## config.mk

```make
export PLATFORM = sky130hd
export DESIGN_NAME = halt_wake_ctrl
export DESIGN_NICKNAME = d
export VERILOG_FILES = /design/src/rtl/halt_wake_pkg.sv /design/src/rtl/hw_datapath.sv /design/src/rtl/hw_control.sv /design/src/rtl/halt_wake_ctrl.sv
export SDC_FILE = /design/constraint.sdc
export NUM_CORES = 1
export LEC_CHECK = 0
export BUFFER_PORTS_ARGS = -buffer_cell sky130_fd_sc_hd__buf_2
export CAP_MARGIN = 20
export CORE_MARGIN = 2
export CORE_UTILIZATION = 59
export CTS_BUF_LIST = sky130_fd_sc_hd__clkbuf_16
export DETAILED_ROUTE_END_ITERATION = 12
export PLACE_DENSITY = 0.87
export SLEW_MARGIN = 10
export SYNTH_ARGS = -nofsm -noshare
export SYNTH_HDL_FRONTEND = slang
export SYNTH_SLANG_ARGS = --single-unit
export TNS_END_PERCENT = 100
```

## constraint.sdc

```tcl
create_clock -name clk -period 4.65 [get_ports clk]
set_clock_uncertainty 0.2 [all_clocks]
set_input_delay 0.6975 -clock clk [delete_from_list [all_inputs] [get_ports clk]]
set_output_delay 0.6975 -clock clk [all_outputs]
set_load 0.005 [all_outputs]
```

## src/rtl/halt_wake_pkg.sv

```systemverilog
package halt_wake_pkg;
  typedef enum logic [1:0] {
    ST_RUN  = 2'd0,
    ST_HALT = 2'd1,
    ST_STAB = 2'd2
  } pwrState_t;

  // strobes from control to datapath
  typedef struct packed {
    logic cntRun;
  } dpCtl_t;

  // status from datapath to control
  typedef struct packed {
    logic stabDone;
    logic extWake;
    logic usbWake;
    logic rstWake;
    logic divTick;
  } dpStat_t;
endpackage

```

## src/rtl/hw_datapath.sv

```systemverilog
module hw_datapath
  import halt_wake_pkg::*;
#(
  parameter int STAB_CYCLES = 4096,
  parameter int DIV = 3,
  parameter int SYNC_STAGES = 2
) (
  input  logic   clk,
  input  logic   rstN,
  input  logic   extIrq,
  input  logic   usbResume,
  input  logic   rstReq,
  input  dpCtl_t ctl,
  output dpStat_t stat
);
  localparam int CNT_W = $clog2(STAB_CYCLES);
  localparam int DIV_W = $clog2(DIV);
  localparam int NSRC = 3;

  logic [NSRC-1:0] rawIn;
  logic [NSRC-1:0] syncOut;
  assign rawIn = {rstReq, usbResume, extIrq};

  for (genvar s = 0; s < NSRC; s++) begin : g_sync
    logic [SYNC_STAGES-1:0] chain;
    always_ff @(posedge clk or negedge rstN) begin
      if (!rstN) chain <= '0;
      else       chain <= {chain[SYNC_STAGES-2:0], rawIn[s]};
    end
    assign syncOut[s] = chain[SYNC_STAGES-1];
  end

  logic [DIV_W-1:0] divCnt;
  always_ff @(posedge clk or negedge rstN) begin
    if (!rstN)                            divCnt <= '0;
    else if (divCnt == DIV_W'(DIV - 1))   divCnt <= '0;
    else                                  divCnt <= divCnt + 1'b1;
  end

  logic [CNT_W-1:0] stabCnt;
  always_ff @(posedge clk or negedge rstN) begin
    if (!rstN)           stabCnt <= '0;
    else if (ctl.cntRun) stabCnt <= stabCnt + 1'b1;
    else                 stabCnt <= '0;
  end

  assign stat.stabDone = ctl.cntRun && (stabCnt == CNT_W'(STAB_CYCLES - 1));
  assign stat.extWake  = syncOut[0];
  assign stat.usbWake  = syncOut[1];
  assign stat.rstWake  = syncOut[2];
  assign stat.divTick  = (divCnt == DIV_W'(DIV - 1));
endmodule

```

## src/rtl/hw_control.sv

```systemverilog
module hw_control
  import halt_wake_pkg::*;
(
  input  logic      clk,
  input  logic      rstN,
  input  logic      haltStb,
  input  logic      retiStb,
  input  dpStat_t   stat,
  output dpCtl_t    ctl,
  output pwrState_t state,
  output logic      iBit,
  output logic      svcIrq,
  output logic      fetchVec
);
  logic rstSeen;
  logic anyWake;
  logic rstNow;

  assign anyWake = stat.extWake | stat.usbWake | stat.rstWake;
  assign rstNow  = rstSeen | stat.rstWake;

  always_ff @(posedge clk or negedge rstN) begin
    if (!rstN) begin
      state    <= ST_RUN;
      rstSeen  <= 1'b0;
      iBit     <= 1'b1;
      svcIrq   <= 1'b0;
      fetchVec <= 1'b0;
    end else begin
      svcIrq   <= 1'b0;
      fetchVec <= 1'b0;
      unique case (state)
        ST_RUN: begin
          if (haltStb) begin
            state <= ST_HALT;
            iBit  <= 1'b0;
          end else if (retiStb) begin
            iBit <= 1'b0;
          end
        end
        ST_HALT: begin
          if (anyWake) begin
            state   <= ST_STAB;
            rstSeen <= stat.rstWake;
          end
        end
        ST_STAB: begin
          if (stat.stabDone) begin
            state    <= ST_RUN;
            rstSeen  <= 1'b0;
            svcIrq   <= ~rstNow;
            fetchVec <= rstNow;
            iBit     <= 1'b1;
          end else if (stat.rstWake) begin
            rstSeen <= 1'b1;
          end
        end
        default: state <= ST_RUN;
      endcase
    end
  end

  assign ctl.cntRun = (state == ST_STAB);
endmodule

```

## src/rtl/halt_wake_ctrl.sv

```systemverilog
module halt_wake_ctrl
  import halt_wake_pkg::*;
#(
  parameter int STAB_CYCLES = 4096,
  parameter int DIV = 3
) (
  input  logic clk,
  input  logic rstN,
  input  logic haltStb,
  input  logic retiStb,
  input  logic extIrq,
  input  logic usbResume,
  input  logic rstReq,
  output logic oscEn,
  output logic cpuClkEn,
  output logic periphClkEn,
  output logic iBit,
  output logic svcIrq,
  output logic fetchVec
);
  dpCtl_t    ctl;
  dpStat_t   stat;
  pwrState_t state;

  hw_datapath #(.STAB_CYCLES(STAB_CYCLES), .DIV(DIV), .SYNC_STAGES(2)) dp_i (
    .clk(clk), .rstN(rstN), .extIrq(extIrq), .usbResume(usbResume),
    .rstReq(rstReq), .ctl(ctl), .stat(stat)
  );

  hw_control ctrl_i (
    .clk(clk), .rstN(rstN), .haltStb(haltStb), .retiStb(retiStb),
    .stat(stat), .ctl(ctl), .state(state), .iBit(iBit),
    .svcIrq(svcIrq), .fetchVec(fetchVec)
  );

  assign oscEn       = (state != ST_HALT);
  assign cpuClkEn    = (state == ST_RUN) && stat.divTick;
  assign periphClkEn = (state == ST_RUN) && stat.divTick;
endmodule

```

---- Word level (Yosys, flattened, before mapping) ----
Cells that the tools add are included.
operators by class
  equal/unequal tests ..................... 10
  multiplexer cells ....................... 18
  shift operators ......................... 0
  reduce and logical (&&, ||, !) cells .... 8
  $mul .................................... 0
  $add $sub $neg .......................... 2
  order comparisons ....................... 0
  divide/modulo/power cells ............... 0
  bitwise operators ....................... 4
operator list
  kind                     number
  $add A12 B1 Y12 const B  1
  $eq A12 B12 Y1 const B   1
  $mux W12                 1
  $mux W1                  10
  $reduce_and A3 Y1        3
  $mux W2                  4
  $ne A2 B1 Y1 const B     3
  $pmux W2 S3              1
  $eq A2 B2 Y1 const B     2
  $pmux W1 S2              2
  $reduce_bool A2 Y1       2
  $ne A3 B2 Y1 const B     1
  $ne A3 B3 Y1 const B     1
  $or A1 B1 Y1             3
  $add A2 B1 Y2 const B    1
  $eq A2 B1 Y1 const B     1
  $logic_and A1 B1 Y1      2
  $logic_not A2 Y1         1
  $ne A2 B2 Y1 const B     1
  $not A1 Y1               1
storage, ports and cells
  logic and storage cells ................. 52
  ROM bits ................................ 0
  memories kept ........................... 0
  latch bits .............................. 0
  output and inout port bits .............. 6
  register bits after elaboration ......... 26
  bits in writable memories ............... 0
  input bits .............................. 7

---- Depth between registers and ports, before layout ----
Gate-level depths: netlist (run 1).
  depth in word-level cells ............... 4
  mapped depth ............................ 4
  depth with buffers taken out ............ 4

---- By module ----
A second synthesis (run 1) with hierarchy kept.
unflattened totals
  cell total of the unflattened synthesis .. 104
  area, all modules ....................... 1,189.9 sq um
modules (own cells, without submodules)
  module          instances  cells an instance  area an instance (sq um)  sequential area each (sq um)
  hw_datapath     1          71                 803.3                     500.5
  hw_control      1          30                 360.3                     151.4
  halt_wake_ctrl  1          3                  26.3                      0.0

---- Least setup slack after synthesis (run 1) ----
Ideal clock, no wire load.
  path kind ............................... register -> output
  start point ............................. register ctrl_i.state[0]
  end point ............................... output port periphClkEn
  data arrival time ....................... 1.106 ns
  stages on the path, launching flop included .. 4
  setup slack ............................. 2.646 ns
  required time ........................... 3.753 ns
  path buffers ............................ 2
  cell sequence ........................... dfrtp_1 > clkbuf_1 > nor4b_1 > buf_4
between the ends
  word-level cells in the longest chain between the ends .. 2
RTL lines
  element                 RTL line              RTL
  from (decl)             hw_control.sv:10      output pwrState_t state,
  from (signal assigned)  hw_control.sv:24      state <= ST_RUN;
  from (signal assigned)  hw_control.sv:35      state <= ST_HALT;
  from (signal assigned)  hw_control.sv:43      state <= ST_STAB;
  $logic_not A2 Y1        n/a
  $logic_and A1 B1 Y1     n/a
  to (decl)               halt_wake_ctrl.sv:16  output logic periphClkEn,
No other way between the ends.

---- Final worst setup path (run 1) ----
  start point ............................. register ctrl_i.state[0]
  end point ............................... output port cpuClkEn
between the ends
  word-level cells in the longest chain between the ends .. 2
RTL lines
  element              RTL line              RTL
  $logic_not A2 Y1     halt_wake_ctrl.sv:37  assign cpuClkEn = (state == ST_RUN) && stat.divTick;
  $logic_and A1 B1 Y1  halt_wake_ctrl.sv:37
  to (decl)            halt_wake_ctrl.sv:15  output logic cpuClkEn,
No other way between the ends.

==> results of run 1 <==
[worst max-delay path by stage]
stage / start / to / slack (ps) / cells past startpoint
after floorplan: ctrl_i.state[0] / periphClkEn / 2650 / 3
after global placement: ctrl_i.state[0] / periphClkEn / 2830 / 2
after detailed placement: ctrl_i.state[0] / cpuClkEn / 2780 / 2
after global routing: ctrl_i.state[0] / cpuClkEn / 2380 / 2
final: ctrl_i.state[0] / cpuClkEn / 2500 / 2
after CTS: ctrl_i.state[0] / cpuClkEn / 2490 / 2
[worst reg2reg max path, cell delays in order (launching register included)]
cell and delay, ps:
dfrtp_1 390, ha_1 270, nand4_4 170, or4_4 570
nor4_2 130
[layout make-up]
cell class                      count  area (um^2)  share of cell area, %
Clock buffer                        3        75.07                  5.941
Timing Repair Buffer               12        60.06                  4.752
Sequential cell                    26        651.9                  51.58
Multi-Input combinational cell     62        400.4                  31.68
Tap cell                           25        31.28                  2.475
Clock inverter                      1        30.03                  2.376
Inverter                            4        15.01                  1.188
[sequential cells by signal (all words and copies together) (netlist names)]
register           count
ctrl_i.rstSeen         1
dp_i.stabCnt          12
ctrl_i.fetchVec        1
ctrl_i.state           2
ctrl_i.svcIrq          1
dp_i.g_sync.chain      6
ctrl_i.iBit            1
dp_i.divCnt            2
[where the power goes]
part	total (uW)	switching, uW	leakage, uW	internal (uW)
clock	244	73.4	0.0000511	171
sequential	276	27.7	0.000335	249
combinational	76.9	46.9	0.000162	29.9
total	598	148	0.000548	450
[cell families (layout without fill, tap and decap cells)]
group / after synthesis / after routing / share of synthesized area (%)
AO/OA/AOI/OAI: 19 / 19 / 10.52
multiplexers: 3 / 3 / 2.890
AND/OR/NAND/NOR: 36 / 36 / 20.00
XOR/XNOR: 3 / 3 / 2.428
flip-flops: 26 / 26 / 60.23
buffers and inverters: 7 / 20 / 2.775
adder cells (fa/ha/maj): 1 / 1 / 1.156
[Yosys cell counts, drive strengths merged (2+ instances only)]
master / count
nand2: 6
a21oi: 5
o21ai: 6
nor2b: 2
xnor2: 2
inv: 4
clkbuf: 2
nor4: 3
nor2: 8
or4: 4
o31ai: 4
mux2i: 2
or3: 2
nor3: 2
dfrtp: 25
nand3: 3
nand4: 2
[layer usage]
layer | part of all wire (%) | vias up
met2 | 52 | 27
met5 | 0 | -
met3 | 4.2 | 8
met1 | 41 | 381
li1 | - | 366
met4 | 2.3 | 0
[metrics by stage]
stage,hold slack (ps),cells,total power (uW),setup WS [ps]
global route,165.5,133,626.4,2385
detailed placement,138.1,129,357.3,2778
global placement,133.1,129,350.5,2835
finish,152.8,133,597.5,2497
CTS,152.4,133,600.9,2489
floorplan,131.2,95,331.2,2646
==> impl_results.md, run 1 <==
* Die width at around 47 um
* Max_cap viols at 0
* Vias in the first global route at 786
* Slew HR at around 64%
* CP Data Arrival Time at 1260 ps
* Fmax at roughly 460 MHz
* RePlAce Congestion at between 0.8 and 0.9
* Post-CTS setup buffers at 0
* PwrDens at roughly 470 nW/um^2
* Synthesis Warnings at 0
* Post-Syn Area at 1082 um^2
* GRT Overall Usage at between 20% and 30%
* Worst path max stage delay at between 400 and 500 ps
* Met1 GRT Util at about 23%
* Hold Buf Count CTS at 0
* # IOs at 13
* Congestion Overflow GR at 0
* Die H at between 40 and 50 um
* Via/cell ratio at 5.880
* Std-Cell Rows at 15
* Worst R2R Setup Slack at around 2800 ps
* Reg clk slew, reported paths at ~60 ps
* Port buffer count at 12
* Slowest CP cell: dfrtp_1
* Placed Area at ~1200 um^2
* Post-synthesis cell type count at 34
* Synthesized Nets at 103
* Fillers at 125
* Final setup vio count at 0
* Dominant synthesized flop cell: dfrtp_1
* Lkg Pwr at between 0.0005 and 0.0006 uW
* RR Endpoint: ctrl_i.svcIrq
* Min-delay src: dp_i.g_sync[0].chain[0]
* Htree depth at 1
* Gr busiest metal: met2
* Largest net degree at the start of global routing at 27
* Sequential fraction of the synthesis area at between 60% and 70%
* Ratio of cells with drive above 1 in the final layout at between 10% and 20%
* Initial core utilization at between 60% and 70%
* RR Startpoint: dp_i.stabCnt[0]
* Peak supply drop at 353.8 uV
* Grt met2 use at ~37%
* Crit share post-route at a little under half
* WL per Instance at roughly 15 um
* M3 GR Usage at ~5.0%
* Worst-margin pin slew at 543.3 ps
* Pins over their slew limit at 0
* Initial antenna violation count at 0
* Post-synth EDFFs at 0
* Synth Register Bits at 26
* CTS buffer count at 3
* Post-synthesis instance total at 95
* Critical path peak fanout at 8
* Bufs and invs on worst path at 1
* Final min period at between 2000 and 2500 ps
* Sink Count at 26
* Largest cells by area after synthesis: dfrtp_1 (58%), nor2_1 (2.8%), o31ai_1 (2.8%)
* Cell taking the most area after synthesis: dfrtp_1
* CTS tree: yes
* Setup TNS at 0 ps
* Crit path kind: flip-flop to output pin
* RSZ-0062 raised after global routing: false
* Commonest non-fill, non-tap cell in the layout: dfrtp_1
* Worst skew pair latency at between 200 and 300 ps
* Root Buffer: clkbuf_16
* Antenna fix cells at 0
* Most frequent cells in the layout: dfrtp_1 (25), buf_2 (12), nor2_1 (8), nand2_1 (6)
* Hold depth at 0
* First-pass GRT wire length at approximately 3200 um
* Post-route cell area at ~1300 um^2
* Iter 0 DRT Violations at 10
* CP Cell Sequence: nor4b_1 -> buf_2
* Worst min-delay path class: flip-flop to flip-flop
* CTS resizes at 0
* P&R area growth vs syn at 16.76%
* Routed vias at between 700 and 800
* Status: finished clean
* DPL Wire Length at 1368 um
* Number of routed nets with antenna violations at 0
* FFs w/ async S/R, synth at 100.0%
* Mean Syn Cell Area at around 11 um^2
* Startpoint Class: flip-flop
* Hold Path Sink: dp_i.g_sync[0].chain[1]
* Final wirelength at between 1500 and 2000 um
* CP Capture Type: output pin
* DRT Pass-1 Iters at 4
* Die area at between 2000 and 2500 um^2
* Share of the synthesized area in the top cell type at between 50% and 60%
* Core area at between 1500 and 2000 um^2
* Fin nets at between 100 and 150
* Worst r2r path cells at 4
* Worst Path Required at 3750 ps
* Fin. Hold Viols at 0
* Cell family with most CP delay: flip-flops
* Clock Tree Buf Depth at 2
* DRC at 0
* End-of-flow core utilization at between 70% and 80%
Note: power is estimated with default switching activity, not from simulation.
==> run 2, diff against run 1 <==
--- a/config.mk
+++ b/config.mk
@@ -7,11 +7,12 @@
 export LEC_CHECK = 0
 export BUFFER_PORTS_ARGS = -buffer_cell sky130_fd_sc_hd__buf_2
 export CAP_MARGIN = 20
+export CORE_ASPECT_RATIO = 1.5
 export CORE_MARGIN = 2
-export CORE_UTILIZATION = 59
+export CORE_UTILIZATION = 49
 export CTS_BUF_LIST = sky130_fd_sc_hd__clkbuf_16
 export DETAILED_ROUTE_END_ITERATION = 12
-export PLACE_DENSITY = 0.87
+export PLACE_DENSITY = 0.78
 export SLEW_MARGIN = 10
 export SYNTH_ARGS = -nofsm -noshare
 export SYNTH_HDL_FRONTEND = slang
==> constraint.sdc (replaced) <==
create_clock -name clk -period 1.9 [get_ports clk]
set_clock_uncertainty 0.2 [all_clocks]
set_input_delay 0.285 -clock clk [delete_from_list [all_inputs] [get_ports clk]]
set_output_delay 0.285 -clock clk [all_outputs]
set_load 0.005 [all_outputs]
==> run 2 against run 1 <==
  * Setup slack got worse by 2400 ps
  * Via count rose by 0.38%
  * Largest cell class unchanged
  * Non-clock buffer count rose by 4
  * Wire length fell by 0.72%
  * Sequential share of layout area fell by 0.90 points
  * Flip-flop and latch count did not move
  * Hold slack got worse by 31 ps
  * Global-route usage fell by 3.4 points
  * Critical path depth did not move
  * Critical path type unchanged
  * Die area rose by 19%
==> impl_results.md, run 2 (synthesized netlist as in run 1, its figures left out) <==
* Status: finished clean
* Vias in the first global route at a little over 800
* Sw power at approximately 360 uW
* CP Capture Type: output pin
* Largest net degree at the start of global routing at 27
* Die H at slightly above 60 um
* DRT Pass-1 Iters at 4
* DRC at 0
* Worst Path Required at about 1400 ps
* Most frequent cells in the layout: dfrtp_1 (25), buf_2 (12), nor2_1 (8), nand2_1 (6)
* Critical path peak fanout at 8
* Fmax at 558.6 MHz
* Pins over their slew limit at 0
* PwrDens at between 1000 and 1500 nW/um^2
* Congestion Overflow GR at 0
* Crit path kind: flip-flop to output pin
* Final setup vio count at 0
* Iter 0 DRT Violations at 14
* Max_cap viols at 0
* Peak supply drop at 639.4 uV
* Root Buffer: clkbuf_16
* DPL Wire Length at around 1300 um
* Sequential power share at between 50% and 60%
* Die area at 2609 um^2
* Initial core utilization at 52.74%
* Htree depth at 1
* P&R area growth vs syn at 18.84%
* Fin. Hold Viols at 0
* Combinational share of power at around 15%
* Int Power at 973.5 uW
* Ratio of cells with drive above 1 in the final layout at between 10% and 20%
* Post-CTS setup buffers at 0
* Final wirelength at ~1900 um
* Die width at 42.38 um
* CTS buffer count at 3
* Fin nets at between 100 and 150
* GRT Overall Usage at 17.78%
* # IOs at 13
* RePlAce Congestion at about 0.76
* Sw Share at a little over a quarter
* Lkg Pwr at around 0.00055 uW
* Top flop regs: dp_i.stabCnt: 12 flops, dp_i.g_sync.chain: 6 flops
* Antenna fix cells at 0
* Clk pwr share at 33.9%
* Final min period at roughly 1800 ps
* Via/cell ratio at ~6
* Core area at 2052 um^2
* Worst min-delay path class: primary input to flip-flop
* Hold WS at approximately 120 ps
* Fillers at around 180
* Slew HR at between 60 and 70%
* Initial antenna violation count at 0
* Worst skew pair latency at between 200 and 300 ps
* CTS tree: yes
* Commonest non-fill, non-tap cell in the layout: dfrtp_1
* First-pass GRT wire length at roughly 3500 um
* Std-Cell Rows at 20
* Routed vias at roughly 800
* Worst-margin pin slew at approximately 550 ps
* CP Data Arrival Time at 1310 ps
* Crit share post-route at between 90% and 100%
* Total power at 1338 uW
* Number of routed nets with antenna violations at 0
* Largest Register: dp_i.stabCnt
* Setup TNS at 0 ps
* RSZ-0062 raised after global routing: false
* Clock Tree Buf Depth at 2
* Sink Count at 26
* Port buffer count at 12
* Startpoint Class: flip-flop
* WL per Instance at 14.31 um
* Reg clk slew, reported paths at roughly 60 ps
* Max reg flops at 12
-- run 2: critical path, cell delays in order, from the launching register on --
cell,delay (ps)
dfrtp_1,470
nor4b_1,400
buf_2,180
-- run 2: layout make-up --
cell class / count / area [um^2] / share of cell area, %
clock inverter: 1 / 3.754 / 0.2918
sequential: 26 / 651.9 / 50.68
inverter: 4 / 15.01 / 1.167
timing repair buffer: 16 / 100.1 / 7.782
multi-input combinational: 62 / 412.9 / 32.10
tap: 22 / 27.53 / 2.140
clock buffer: 3 / 75.07 / 5.837
-- run 2: stage by stage --
stage | utilization, % | instances | setup slack, ps | cell area (um^2)
floorplan | - | 95 | 202.5 | 1082
global placement | 56.28 | 126 | 170.2 | 1155
detailed placement | 56.28 | 126 | 106.3 | 1155
CTS | 62.07 | 134 | 81.66 | 1274
global route | 62.68 | 134 | 3.986 | 1286
finish | 62.68 | 134 | 109.8 | 1286
-- run 2: path summary, 6_finish.rpt --
path,start,endpoint,slack [ps],cells past startpoint
worst min-delay path,haltStb,ctrl_i.state[0],120,3
min in group asynchronous,rstN,ctrl_i.fetchVec,340,2
worst min register to register,dp_i.g_sync[0].chain[0],dp_i.g_sync[0].chain[1],150,0
max in group asynchronous,rstN,ctrl_i.iBit,780,2
worst max register to register,dp_i.stabCnt[0],ctrl_i.svcIrq,130,4
worst max-delay path,ctrl_i.state[0],cpuClkEn,110,2
-- run 2: metal layers --
metal	part of all wire [%]	global-route usage (%)	vias up
met2	56	32.31	10
li1	-	-	375
met3	1.7	2.639	5
met1	40	20.88	395
met4	2.4	8.036	0
met5	0	0	-
-- run 2: timing repair --
action,4_1_cts,5_1_grt
resized for setup,0,2
hold buffers,4,0
hold endpoints to repair,28,0
setup endpoints to repair,0,1
-- run 2: power by group through the flow --
| stage | sequential [uW] | combinational [uW] | clock (uW) |
|---|---|---|---|
| 5_1_grt | 696 | 238 | 489 |
| 3_3_place_gp | 679 | 182 | 0 |
| 6_report | 685 | 199 | 454 |
| 2_1_floorplan | 659 | 152 | 0 |
| 4_1_cts | 677 | 199 | 463 |
| 3_5_place_dp | 687 | 193 | 0 |
==> run 3, diff against run 2 <==
--- a/config.mk
+++ b/config.mk
@@ -7,7 +7,7 @@
 export LEC_CHECK = 0
 export BUFFER_PORTS_ARGS = -buffer_cell sky130_fd_sc_hd__buf_2
 export CAP_MARGIN = 20
-export CORE_ASPECT_RATIO = 1.5
+export CORE_ASPECT_RATIO = 0.7
 export CORE_MARGIN = 2
 export CORE_UTILIZATION = 49
 export CTS_BUF_LIST = sky130_fd_sc_hd__clkbuf_16
==> run 3 against run 2 <==
  * Design area grew 2.1%
  * Count of clock-buffer cells in the layout stayed put
  * Sequential share of layout area is 1.1 points lower
  * Die area is essentially flat
  * Maximum frequency rose by 1.6%
  * Critical path depth increased by 2
  * Cell count grew 7.5%
  * Wire length is 1.4% higher
  * Highest routed layer unchanged
==> impl_results.md, run 3 (synthesized netlist as in run 1, its figures left out) <==
* Crit share post-route at around 90%
* Die width at ~60 um
* Sink Count at 26
* Crit path kind: flip-flop to flip-flop
* GRT Overall Usage at ~18%
* Antenna fix cells at 0
* RR Startpoint: dp_i.stabCnt[0]
* Status: finished clean
* Largest net degree at the start of global routing at 27
* RSZ-0062 raised after global routing: false
* Critical path peak fanout at 8
* Setup TNS at 0 ps
* Min-delay src: haltStb
* Fin nets at between 100 and 150
* Die H at 43.32 um
* Die area at roughly 2600 um^2
* Placed Cells incl. Taps at about 140
* Iter 0 DRT Violations at 56
* Vias in the first global route at 715
* Lkg Pwr at around 0.00055 uW
* DRC at 0
* Fin. Hold Viols at 0
* First-pass GRT wire length at roughly 3300 um
* WL per Instance at around 14 um
* Combinational share of power at between 15 and 20%
* Cell family with most CP delay: simple AND/OR/NAND/NOR gates
* Worst skew pair latency at roughly 250 ps
* Worst-margin pin slew at about 570 ps
* Slowest CP cell: or4_4
* DPL Wire Length at ~1400 um
* Via/cell ratio at between 5 and 6
* Max_cap viols at 0
* Slew HR at between 60% and 70%
* Ratio of cells with drive above 1 in the final layout at between 10% and 20%
* CP Capture Type: flip-flop
* Congestion Overflow GR at 0
* Max reg flops at 12
* Count of non-filler cells in the finished layout at roughly 140
* Post-route cell area at between 1000 and 1500 um^2
* Fmax at between 500 and 600 MHz
* Worst R2R Setup Slack at 140 ps
* CTS tree: yes
* CTS buffer count at 3
* Top flop regs: dp_i.stabCnt: 12 flops, dp_i.g_sync.chain: 6 flops
* CP Data Arrival Time at 1720 ps
* Htree depth at 1
* Worst min-delay path class: primary input to flip-flop
* Hold Path Sink: ctrl_i.state[0]
* Final min period at 1762 ps
* Initial antenna violation count at 0
* Routed vias at 778
* CP Cell Sequence: ha_4 -> nand4_4 -> or4_4 -> nor4_4
* Final setup vio count at 0
* Sw Share at 27.84%
* Int Power at approximately 980 uW
* Final wirelength at 1945 um
* # IOs at 13
* Clk pwr share at roughly a third
* Worst r2r path cells at 4
* RR Endpoint: ctrl_i.svcIrq
* Placed Area at between 1000 and 1500 um^2
* Worst Path Required at approximately 1900 ps
* Sw power at between 300 and 400 uW
* Bufs and invs on worst path at 0
* Worst path max stage delay at 570 ps
* DRT Pass-1 Iters at 4
* Port buffer count at 12
* Std-Cell Rows at 14
* P&R area growth vs syn at 21.39%
* Sequential power share at 51.1%
* Startpoint Class: flip-flop
* Most frequent cells in the layout: dfrtp_1 (25), buf_2 (12), nor2_1 (8), nand2_1 (6)
* Pins over their slew limit at 0
* Reg clk slew, reported paths at 60 ps
* Core area at around 2100 um^2
* Hold depth at 3
* Commonest non-fill, non-tap cell in the layout: dfrtp_1
* PwrDens at between 1000 and 1500 nW/um^2
* Peak supply drop at between 600 and 700 uV
* Initial core utilization at approximately 51%
* Number of routed nets with antenna violations at 0
* Clock Tree Buf Depth at 2
* Root Buffer: clkbuf_16
* Post-CTS setup buffers at 0
* Total power at around 1400 uW
* Largest Register: dp_i.stabCnt
* RePlAce Congestion at between 0.7 and 0.8
run 3: cell types whose count changed in the layout (fill, tap and decap cells not counted), sizes merged:
cell,before,now
clkinv,0,1
inv,5,4
run 3: final cells by class:
type | instances | area [um^2]
well taps | 32 | 40.04
clock inverters | 1 | 3.754
fillers | 178 | 805.8
repair buffers | 16 | 100.1
inverters | 4 | 15.01
multi-input cells | 62 | 427.9
clock buffers | 3 | 75.07
flip-flops and latches | 26 | 651.9
run 3: worst max path at each step:
stage,start,endpoint,slack [ps],depth (start not counted)
floorplan,dp_i.stabCnt[0],ctrl_i.svcIrq,200,4
detailed placement,dp_i.stabCnt[0],ctrl_i.svcIrq,60,4
global placement,dp_i.stabCnt[0],ctrl_i.svcIrq,160,4
finish,dp_i.stabCnt[0],ctrl_i.svcIrq,140,4
CTS,dp_i.stabCnt[0],ctrl_i.svcIrq,50,4
global route,dp_i.stabCnt[0],ctrl_i.svcIrq,40,4
run 3: layer usage:
metal	up-vias	routed length [um]	global-route usage [%]
met2	14	936	26.52
met4	0	18	5.333
met1	387	914	24.01
li1	375	-	-
met5	-	0	0
met3	2	76	6.402
run 3: what timing repair did:
item,CTS,global route
resized for setup,0,4
endpoints found under the hold margin,28,0
setup endpoints to repair,0,3
hold buffers,4,0
run 3: through the flow:
stage               hold slack, ps  utilization [%]  setup WS, ps
floorplan                   -210.6                -         202.5
CTS                          117.4            60.68         46.79
global placement             96.75            55.08         160.0
global route                 146.5            61.98         40.80
finish                       120.7            61.98         137.9
detailed placement           109.3            55.08         55.81
run 3: power by group through the flow:
stage               Combinational, uW  Sequential, uW  Clock [uW]
floorplan                         152             659           0
global placement                  188             678           0
detailed placement                192             686           0
CTS                               199             675         467
global route                      245             703         496
finish                            211             692         452
run 3: tightest hold or removal path, stage by stage:
cell and delay [ps]:
buf_2 90, mux2i_1 60, nor2_1 100
